==> config.mk <==
export PLATFORM = sky130hd
export DESIGN_NAME = turnoff_bcast
export DESIGN_NICKNAME = d
export VERILOG_FILES = /design/src/rtl/turnoff_bcast_pkg.sv /design/src/rtl/turnoff_bcast_dp.sv /design/src/rtl/turnoff_bcast_ctrl.sv /design/src/rtl/turnoff_bcast.sv
export SDC_FILE = /design/constraint.sdc
export NUM_CORES = 1
export LEC_CHECK = 0
export CAP_MARGIN = 20
export CORE_MARGIN = 1
export CORE_UTILIZATION = 38
export DETAILED_ROUTE_END_ITERATION = 10
export GPL_TIMING_DRIVEN = 0
export PLACE_DENSITY = 0.73
export SYNTH_ARGS = -nofsm -noshare
export SYNTH_HDL_FRONTEND = slang
export SYNTH_HIERARCHICAL = 1
export SYNTH_SLANG_ARGS = --single-unit
==> constraint.sdc <==
create_clock -name clk -period 1.43 [get_ports clk]
set_input_delay 0.143 -clock clk [delete_from_list [all_inputs] [get_ports clk]]
set_output_delay 0.143 -clock clk [all_outputs]
set_load 0.005 [all_outputs]
==> src/rtl/turnoff_bcast_pkg.sv <==
package turnoff_bcast_pkg;

  // Strobes from the control half to the per-port datapath.
  typedef struct packed {
    logic start;      // load a fresh target set this edge
    logic ackWindow;  // acknowledgements are being collected
  } ctrlStrobe_t;

  typedef enum logic {
    PH_IDLE   = 1'b0,
    PH_ACTIVE = 1'b1
  } phase_t;

endpackage

==> src/rtl/turnoff_bcast_dp.sv <==
module turnoff_bcast_dp
  import turnoff_bcast_pkg::*;
#(
  parameter int NUM_PORTS   = 4,
  parameter int BRIDGE_PORT = 0
) (
  input  logic                 clk,
  input  logic                 rstN,
  input  ctrlStrobe_t          strobe,
  input  logic [NUM_PORTS-1:0] portEnable,
  input  logic [NUM_PORTS-1:0] linkInL2,
  input  logic [NUM_PORTS-1:0] sendDone,
  input  logic [NUM_PORTS-1:0] ackPulse,
  output logic [NUM_PORTS-1:0] sendReq,
  output logic                 pendAny,
  output logic                 heldAny,
  output logic                 allAcked,
  output logic                 bridgeAbort
);

  logic [NUM_PORTS-1:0] pendQ;
  logic [NUM_PORTS-1:0] ackedQ;
  logic [NUM_PORTS-1:0] targetQ;

  for (genvar i = 0; i < NUM_PORTS; i++) begin : g_port
    if (i == BRIDGE_PORT) begin : g_bridge
      // The bridge port is never a target.
      assign pendQ[i]   = 1'b0;
      assign ackedQ[i]  = 1'b0;
      assign targetQ[i] = 1'b0;
      assign sendReq[i] = 1'b0;
    end else begin : g_target
      logic pendBit;
      logic sentBit;
      logic ackedBit;
      logic tgtBit;
      logic fireNow;

      assign fireNow = pendBit && !linkInL2[i];

      always_ff @(posedge clk or negedge rstN) begin
        if (!rstN) begin
          pendBit  <= 1'b0;
          sentBit  <= 1'b0;
          ackedBit <= 1'b0;
          tgtBit   <= 1'b0;
        end else if (strobe.start) begin
          tgtBit   <= portEnable[i];
          pendBit  <= portEnable[i];
          sentBit  <= 1'b0;
          ackedBit <= 1'b0;
        end else begin
          if (fireNow && sendDone[i]) begin
            pendBit <= 1'b0;
            sentBit <= 1'b1;
          end
          if (strobe.ackWindow && ackPulse[i] && sentBit && tgtBit) begin
            ackedBit <= 1'b1;
          end
        end
      end

      assign pendQ[i]   = pendBit;
      assign ackedQ[i]  = ackedBit;
      assign targetQ[i] = tgtBit;
      assign sendReq[i] = fireNow;
    end
  end

  always_ff @(posedge clk or negedge rstN) begin
    if (!rstN) bridgeAbort <= 1'b0;
    else       bridgeAbort <= ackPulse[BRIDGE_PORT];
  end

  assign pendAny  = |pendQ;
  assign heldAny  = |(pendQ & linkInL2);
  assign allAcked = ((ackedQ & targetQ) == targetQ);

  logic unusedBridgeIn;
  assign unusedBridgeIn = sendDone[BRIDGE_PORT] ^ portEnable[BRIDGE_PORT];

endmodule

==> src/rtl/turnoff_bcast_ctrl.sv <==
module turnoff_bcast_ctrl
  import turnoff_bcast_pkg::*;
(
  input  logic        clk,
  input  logic        rstN,
  input  logic        reqWrite,
  input  logic        ackClrWrite,
  input  logic        pendAny,
  input  logic        heldAny,
  input  logic        allAcked,
  output ctrlStrobe_t strobe,
  output logic        ackStatus,
  output logic        linkDownErr
);

  phase_t phaseQ;
  logic   startNow;

  // A write while messages are still pending is dropped.
  assign startNow = reqWrite && !pendAny;

  always_comb begin
    strobe.start     = startNow;
    strobe.ackWindow = (phaseQ == PH_ACTIVE);
  end

  always_ff @(posedge clk or negedge rstN) begin
    if (!rstN) begin
      phaseQ      <= PH_IDLE;
      ackStatus   <= 1'b0;
      linkDownErr <= 1'b0;
    end else if (startNow) begin
      phaseQ      <= PH_ACTIVE;
      ackStatus   <= 1'b0;
      linkDownErr <= 1'b0;
    end else begin
      if (phaseQ == PH_ACTIVE && allAcked) begin
        ackStatus <= 1'b1;
        phaseQ    <= PH_IDLE;
      end else if (ackClrWrite) begin
        ackStatus <= 1'b0;
      end
      if (heldAny) linkDownErr <= 1'b1;
    end
  end

endmodule

==> src/rtl/turnoff_bcast.sv <==
module turnoff_bcast
  import turnoff_bcast_pkg::*;
#(
  parameter int NUM_PORTS   = 4,
  parameter int BRIDGE_PORT = 0
) (
  input  logic                 clk,
  input  logic                 rstN,
  input  logic                 reqWrite,
  input  logic                 ackClrWrite,
  input  logic [NUM_PORTS-1:0] portEnable,
  input  logic [NUM_PORTS-1:0] linkInL2,
  input  logic [NUM_PORTS-1:0] sendDone,
  input  logic [NUM_PORTS-1:0] ackPulse,
  output logic [NUM_PORTS-1:0] sendReq,
  output logic                 ctrlBit,
  output logic                 ackStatus,
  output logic                 linkDownErr,
  output logic                 bridgeAbort
);

  ctrlStrobe_t strobe;
  logic        pendAny;
  logic        heldAny;
  logic        allAcked;

  turnoff_bcast_ctrl u_ctrl (
    .clk        (clk),
    .rstN       (rstN),
    .reqWrite   (reqWrite),
    .ackClrWrite(ackClrWrite),
    .pendAny    (pendAny),
    .heldAny    (heldAny),
    .allAcked   (allAcked),
    .strobe     (strobe),
    .ackStatus  (ackStatus),
    .linkDownErr(linkDownErr)
  );

  turnoff_bcast_dp #(
    .NUM_PORTS  (NUM_PORTS),
    .BRIDGE_PORT(BRIDGE_PORT)
  ) u_dp (
    .clk        (clk),
    .rstN       (rstN),
    .strobe     (strobe),
    .portEnable (portEnable),
    .linkInL2   (linkInL2),
    .sendDone   (sendDone),
    .ackPulse   (ackPulse),
    .sendReq    (sendReq),
    .pendAny    (pendAny),
    .heldAny    (heldAny),
    .allAcked   (allAcked),
    .bridgeAbort(bridgeAbort)
  );

  assign ctrlBit = pendAny;

endmodule

### After elaboration in Yosys (flattened, before gate mapping)

Cells that the tools add are included.

| cells by class | value |
|---|---|
| equal/unequal tests | 1 |
| reduce and logical (&&, ||, !) cells | 32 |
| muxes and demuxes | 25 |
| bitwise gates (word level) | 2 |

Operators with widths:

| operator | number |
|---|---|
| two-way mux 1 bit | 25 |
| logical AND 1 bit | 17 |
| nonzero test 2 bit | 8 |
| AND 4 bit | 2 |
| equality test 4 bit | 1 |
| logical NOT 1 bit | 4 |
| OR reduction 4 bit | 1 |
| nonzero test 3 bit | 1 |
| OR reduction 3 bit | 1 |

| storage, ports and cells | value |
|---|---|
| word-level logic and storage cells | 76 |
| output and inout bits | 8 |
| register bits after elaboration | 16 |
| bits of input ports | 20 |

### Depth between registers and ports, before layout

| depth | value |
|---|---|
| depth after elaboration | 5 |
| mapped depth | 6 |

### By module

The synthesis kept the hierarchy.

By module, submodules not included:

| module | instances | area each (um2) | cells an instance |
|---|---|---|---|
| turnoff_bcast_dp | 1 | 603.1 | 62 |
| turnoff_bcast_ctrl | 1 | 137.6 | 13 |

### Least setup slack after synthesis

OpenSTA, ideal clock, no wires.

| timing | value |
|---|---|
| path kind | register to register |
| start point | register u_dp.g_port[1].g_target.pendBit |
| end point | register u_dp.g_port[3].g_target.tgtBit |
| stages on the path, launching flop included | 7 |
| data arrival time | 1.348 ns |
| setup slack | -0.001 ns |
| clock period less this slack | 1.431 ns |
| setup time | 0.083 ns |
| path through | dfrtp_1 > or3_1 > nor2b_4 > buf_4 > buf_4 > nand2_1 > o21ai_0 |

| on the way | value |
|---|---|
| cells in the longest elaborated chain, start to end | 3 |

Ends and longest elaborated chain:

| element | RTL line | source |
|---|---|---|
| start, declared | turnoff_bcast_dp.sv:33 | `logic pendBit;` |
| start signal, assigned | turnoff_bcast_dp.sv:49 | `pendBit <= portEnable[i];` |
| OR reduction 3 bit | turnoff_bcast_dp.sv:75 | `assign pendAny = \|pendQ;` |
| net ctrlBit | turnoff_bcast.sv:16 | `output logic ctrlBit,` |
| logical NOT 1 bit | turnoff_bcast_ctrl.sv:20 | `assign startNow = reqWrite && !pendAny;` |
| logical AND 1 bit | turnoff_bcast_ctrl.sv:20 |  |
| net u_ctrl.startNow | turnoff_bcast_ctrl.sv:17 | `logic startNow;` |
| end signal, assigned | turnoff_bcast_dp.sv:48 | `tgtBit <= portEnable[i];` |
| end, declared | turnoff_bcast_dp.sv:36 | `logic tgtBit;` |

The timed path passes the listed nets, and every way through them passes these cells.
A chain may end at the register's enable or synchronous reset.

### Worst setup path in the final report

| timing | value |
|---|---|
| start point | register u_dp.g_port[3].g_target.pendBit |
| end point | register u_dp.g_port[2].g_target.tgtBit |

| on the way | value |
|---|---|
| cells in the longest elaborated chain, start to end | 3 |

Ends and longest elaborated chain:

| element | RTL line |
|---|---|
| start, declared | turnoff_bcast_dp.sv:33 |
| start signal, assigned | turnoff_bcast_dp.sv:49 |
| OR reduction 3 bit | turnoff_bcast_dp.sv:75 |
| logical NOT 1 bit | turnoff_bcast_ctrl.sv:20 |
| logical AND 1 bit | turnoff_bcast_ctrl.sv:20 |
| net u_ctrl.startNow | turnoff_bcast_ctrl.sv:17 |
| end signal, assigned | turnoff_bcast_dp.sv:48 |
| end, declared | turnoff_bcast_dp.sv:36 |

The timed path passes the listed nets, and every way through them passes these cells.

==> summary.md <==
| Metric | Value |
|---|---|
| Area Growth Syn to Fin | 47.8% |
| GP Congestion | 0.764 |
| Routed WL | ~1500 µm |
| Mapped Nets | 95 |
| Synth Instances | 75 |
| PortBufs | 23 |
| # setup viols final | 0 |
| Worst Tran Pin Value | ~0.69 ns |
| Chip width | about 46 µm |
| Clk Latency, worst-skew pair | approximately 0.28 ns |
| Register area share after synthesis | a little over half |
| CTS tree | done |
| Largest net degree at the start of global routing | 17 |
| Starting density of the core | about 42% |
| Yosys top cell area share | 54.1% |
| P_leak | approximately 0.51 nW |
| Die area | roughly 2100 µm² |
| Fillcell total | between 150 and 200 |
| Critical path type | flop to flop |
| Dpl hpwl | between 1000 and 1500 µm |
| Top_reg_cell synth | dfrtp_1 |
| I/O Pins | 28 |
| CP endpoint kind | flop |
| Final min period | 1.40 ns |
| Clock Pin Slew Worst Setup and Hold Paths | about 0.08 ns |
| Max-cap violations | 0 |
| Final hold viol count | 0 |
| Sum of negative setup slack | 0 ns |
| Setup slack, reg-to-reg | ~0.035 ns |
| WP data required | about 1.6 ns |
| Via-per-instance ratio | 4.72 |
| Detail Route Antenna Nets | 0 |
| Post-synth EDFFs | 0 |
| RR Endpoint | u_dp/g_port[2].g_target.tgtBit |
| Setup Skew | around 0.0029 ns |
| Share of post-route cells with drive strength above 1 | 24.3% |
| Critical R2R Launch | u_dp/g_port[3].g_target.pendBit |
| Pwr dens | ~1600 nW/µm² |
| Setup ws final | roughly 0.035 ns |
| Met1 WL | ~650 µm |
| Initial antenna violation count | 0 |
| Placement Setup Slack | -0.121 ns |
| Vias in the first global route | 563 |
| H-tree levels | 1 |
| Placement-stage cell area | ~1000 µm² |
| Drt first pass iters | 4 |
| Cell Rows | 15 |
| Final instance area | between 1000 and 1500 µm² |
| Syn. warnings | 6 |
| Crit share post-route | 97.6% |
| Max_slew headroom | between 50% and 60% |
| Cell area after synthesis | around 740 µm² |
| Startpoint Class | flop |
| Dominant cell type by area after synthesis | dfrtp_1 |
| Ant. Diodes | 0 |
| Top post-synthesis cells by area | dfrtp_1, buf_4, inv_1 |
| Die Ht | roughly 46 µm |
| Synth cell count leaders | dfrtp_1, inv_1, a21oi_1, buf_4 |
| Clk buf depth | 2 |
| WP data arrival | 1.57 ns |
| Worst min path class | primary input to asynchronous set/reset pin |
| Final nets | 129 |
| Core footprint | around 1800 µm² |
| First-pass GRT wire length | 2340 µm |
| DRT iter0 DRCs | 13 |
| FFs w/ async S/R, synth | 100% |
| Top sig layer | met4 |
| Status | finished clean |
| DRC Markers | 0 |
| Total track usage | between 15 and 20% |
| Netlist cell types | 19 |
| Met3 wire len | 68 µm |
| Register-to-Register Path Depth | 5 |
| Slew Limit Fails | 0 |
| Vias after detailed routing | 623 |
| RSZ-0062 raised after global routing | yes |
| Crit-path max FO | 7 |
| Routed WL per cell | ~11 µm |
| CTS Hold Buffers Added | 0 |
| F_max | ~0.72 GHz |
| Count leader, synth | dfrtp_1 |
| Grt ovf | 0 |
| Maximum vdd drop | around 0.00086 V |
| Syn avg cell area | slightly below 10 µm² |
| Met2 wire length | between 700 and 800 µm |
| Register bit total from synthesis | 16 |
| CTS Buf Count | 3 |
| Clock root buffer master | clkbuf_4 |
| Clk sink count | 16 |
## worst max path at each step
stage / start / slack (ns) / to
3_3_place_gp: linkInL2[1] / -0.13 / sendReq[1]
2_1_floorplan: u_dp/g_port[1].g_target.pendBit / 0.04 / u_dp/g_port[3].g_target.tgtBit
4_1_cts: u_dp/g_port[3].g_target.pendBit / -0.03 / ctrlBit
6_report: u_dp/g_port[3].g_target.pendBit / 0.03 / u_dp/g_port[2].g_target.tgtBit
3_5_place_dp: linkInL2[1] / -0.12 / sendReq[1]
5_1_grt: u_dp/g_port[3].g_target.pendBit / -0.02 / u_dp/g_port[2].g_target.tgtBit
## routing by layer
metal	track usage, %	vias to the layer above
met5	0	-
met4	5.29	0
met3	7.06	2
met2	24.8	12
met1	20.4	304
li1	-	305
## kinds of logic (layout without fill, tap and decap cells)
group           Yosys count  in the layout  share of synthesized area, %
compound gates           16             16                          12.5
buf+inv                  18             50                          12.7
flops                    16             16                          54.1
other cells               1              1                         0.506
simple gates             24             24                          20.3
## report_power, final
group / switching, mW / internal [mW] / total, mW / leakage, nW
sequential: 0.109 / 0.628 / 0.737 / 0.205
combinational: 0.351 / 0.483 / 0.834 / 0.296
clock: 0.131 / 0.0978 / 0.229 / 0.0138
## stage by stage
step	hold slack [ns]	power (mW)	util (%)	cells
4_1_cts	0.285	1.73	59.4	130
3_5_place_dp	0.483	1.45	56.5	123
6_report	0.270	1.80	61.4	132
2_1_floorplan	-0.153	1.16	-	75
5_1_grt	0.289	1.94	61.4	132
3_3_place_gp	0.473	1.42	56.5	123
## layout by cell type (no fill, tap or decap), drive strengths merged
master,instances
and2b,2
a21oi,7
nand3b,3
a222oi,2
nand4,3
clkdlybuf4s50,19
nand2,4
nor2,2
clkdlybuf4s15,1
buf,14
clkbuf,4
conb,1
nor2b,5
o21ai,6
or3,1
nand2b,4
dlygate4sd2,1
inv,11
a21o,1
dfrtp,16
## critical path: stages, from the launching register on
cell and delay [ns]:
dfrtp_1 0.41, or3_4 0.41, nor2b_4 0.13, buf_6 0.13, buf_6 0.12, o21ai_0 0.07
## registers in the layout, indices dropped and copies added, names as in the netlist
| name | count |
|---|---|
| u_dp/g_port.g_target.tgtBit | 3 |
| u_ctrl/linkDownErr | 1 |
| u_ctrl/ackStatus | 1 |
| u_dp/bridgeAbort | 1 |
| u_dp/g_port.g_target.sentBit | 3 |
| u_ctrl/phaseQ | 1 |
| u_dp/g_port.g_target.ackedBit | 3 |
| u_dp/g_port.g_target.pendBit | 3 |
## final cells by class
type | instances | area, µm² | share of cell area (%)
Timing Repair Buffer | 29 | 267 | 24.3
Sequential cell | 16 | 400 | 36.6
Clock buffer | 3 | 22.5 | 2.06
Tap cell | 25 | 31.3 | 2.86
Buffer | 7 | 60.1 | 5.49
Multi-Input combinational cell | 41 | 273 | 24.9
Inverter | 11 | 41.3 | 3.77
## timing repair
action / 4_1_cts / 5_1_grt
setup buffers: 4 / 1
cloned: 0 / 1
resized for setup: 8 / 11
endpoints found under the setup margin: 15 / 11
pin swaps: 1 / 1
Note: power is estimated with default switching activity, not from simulation.
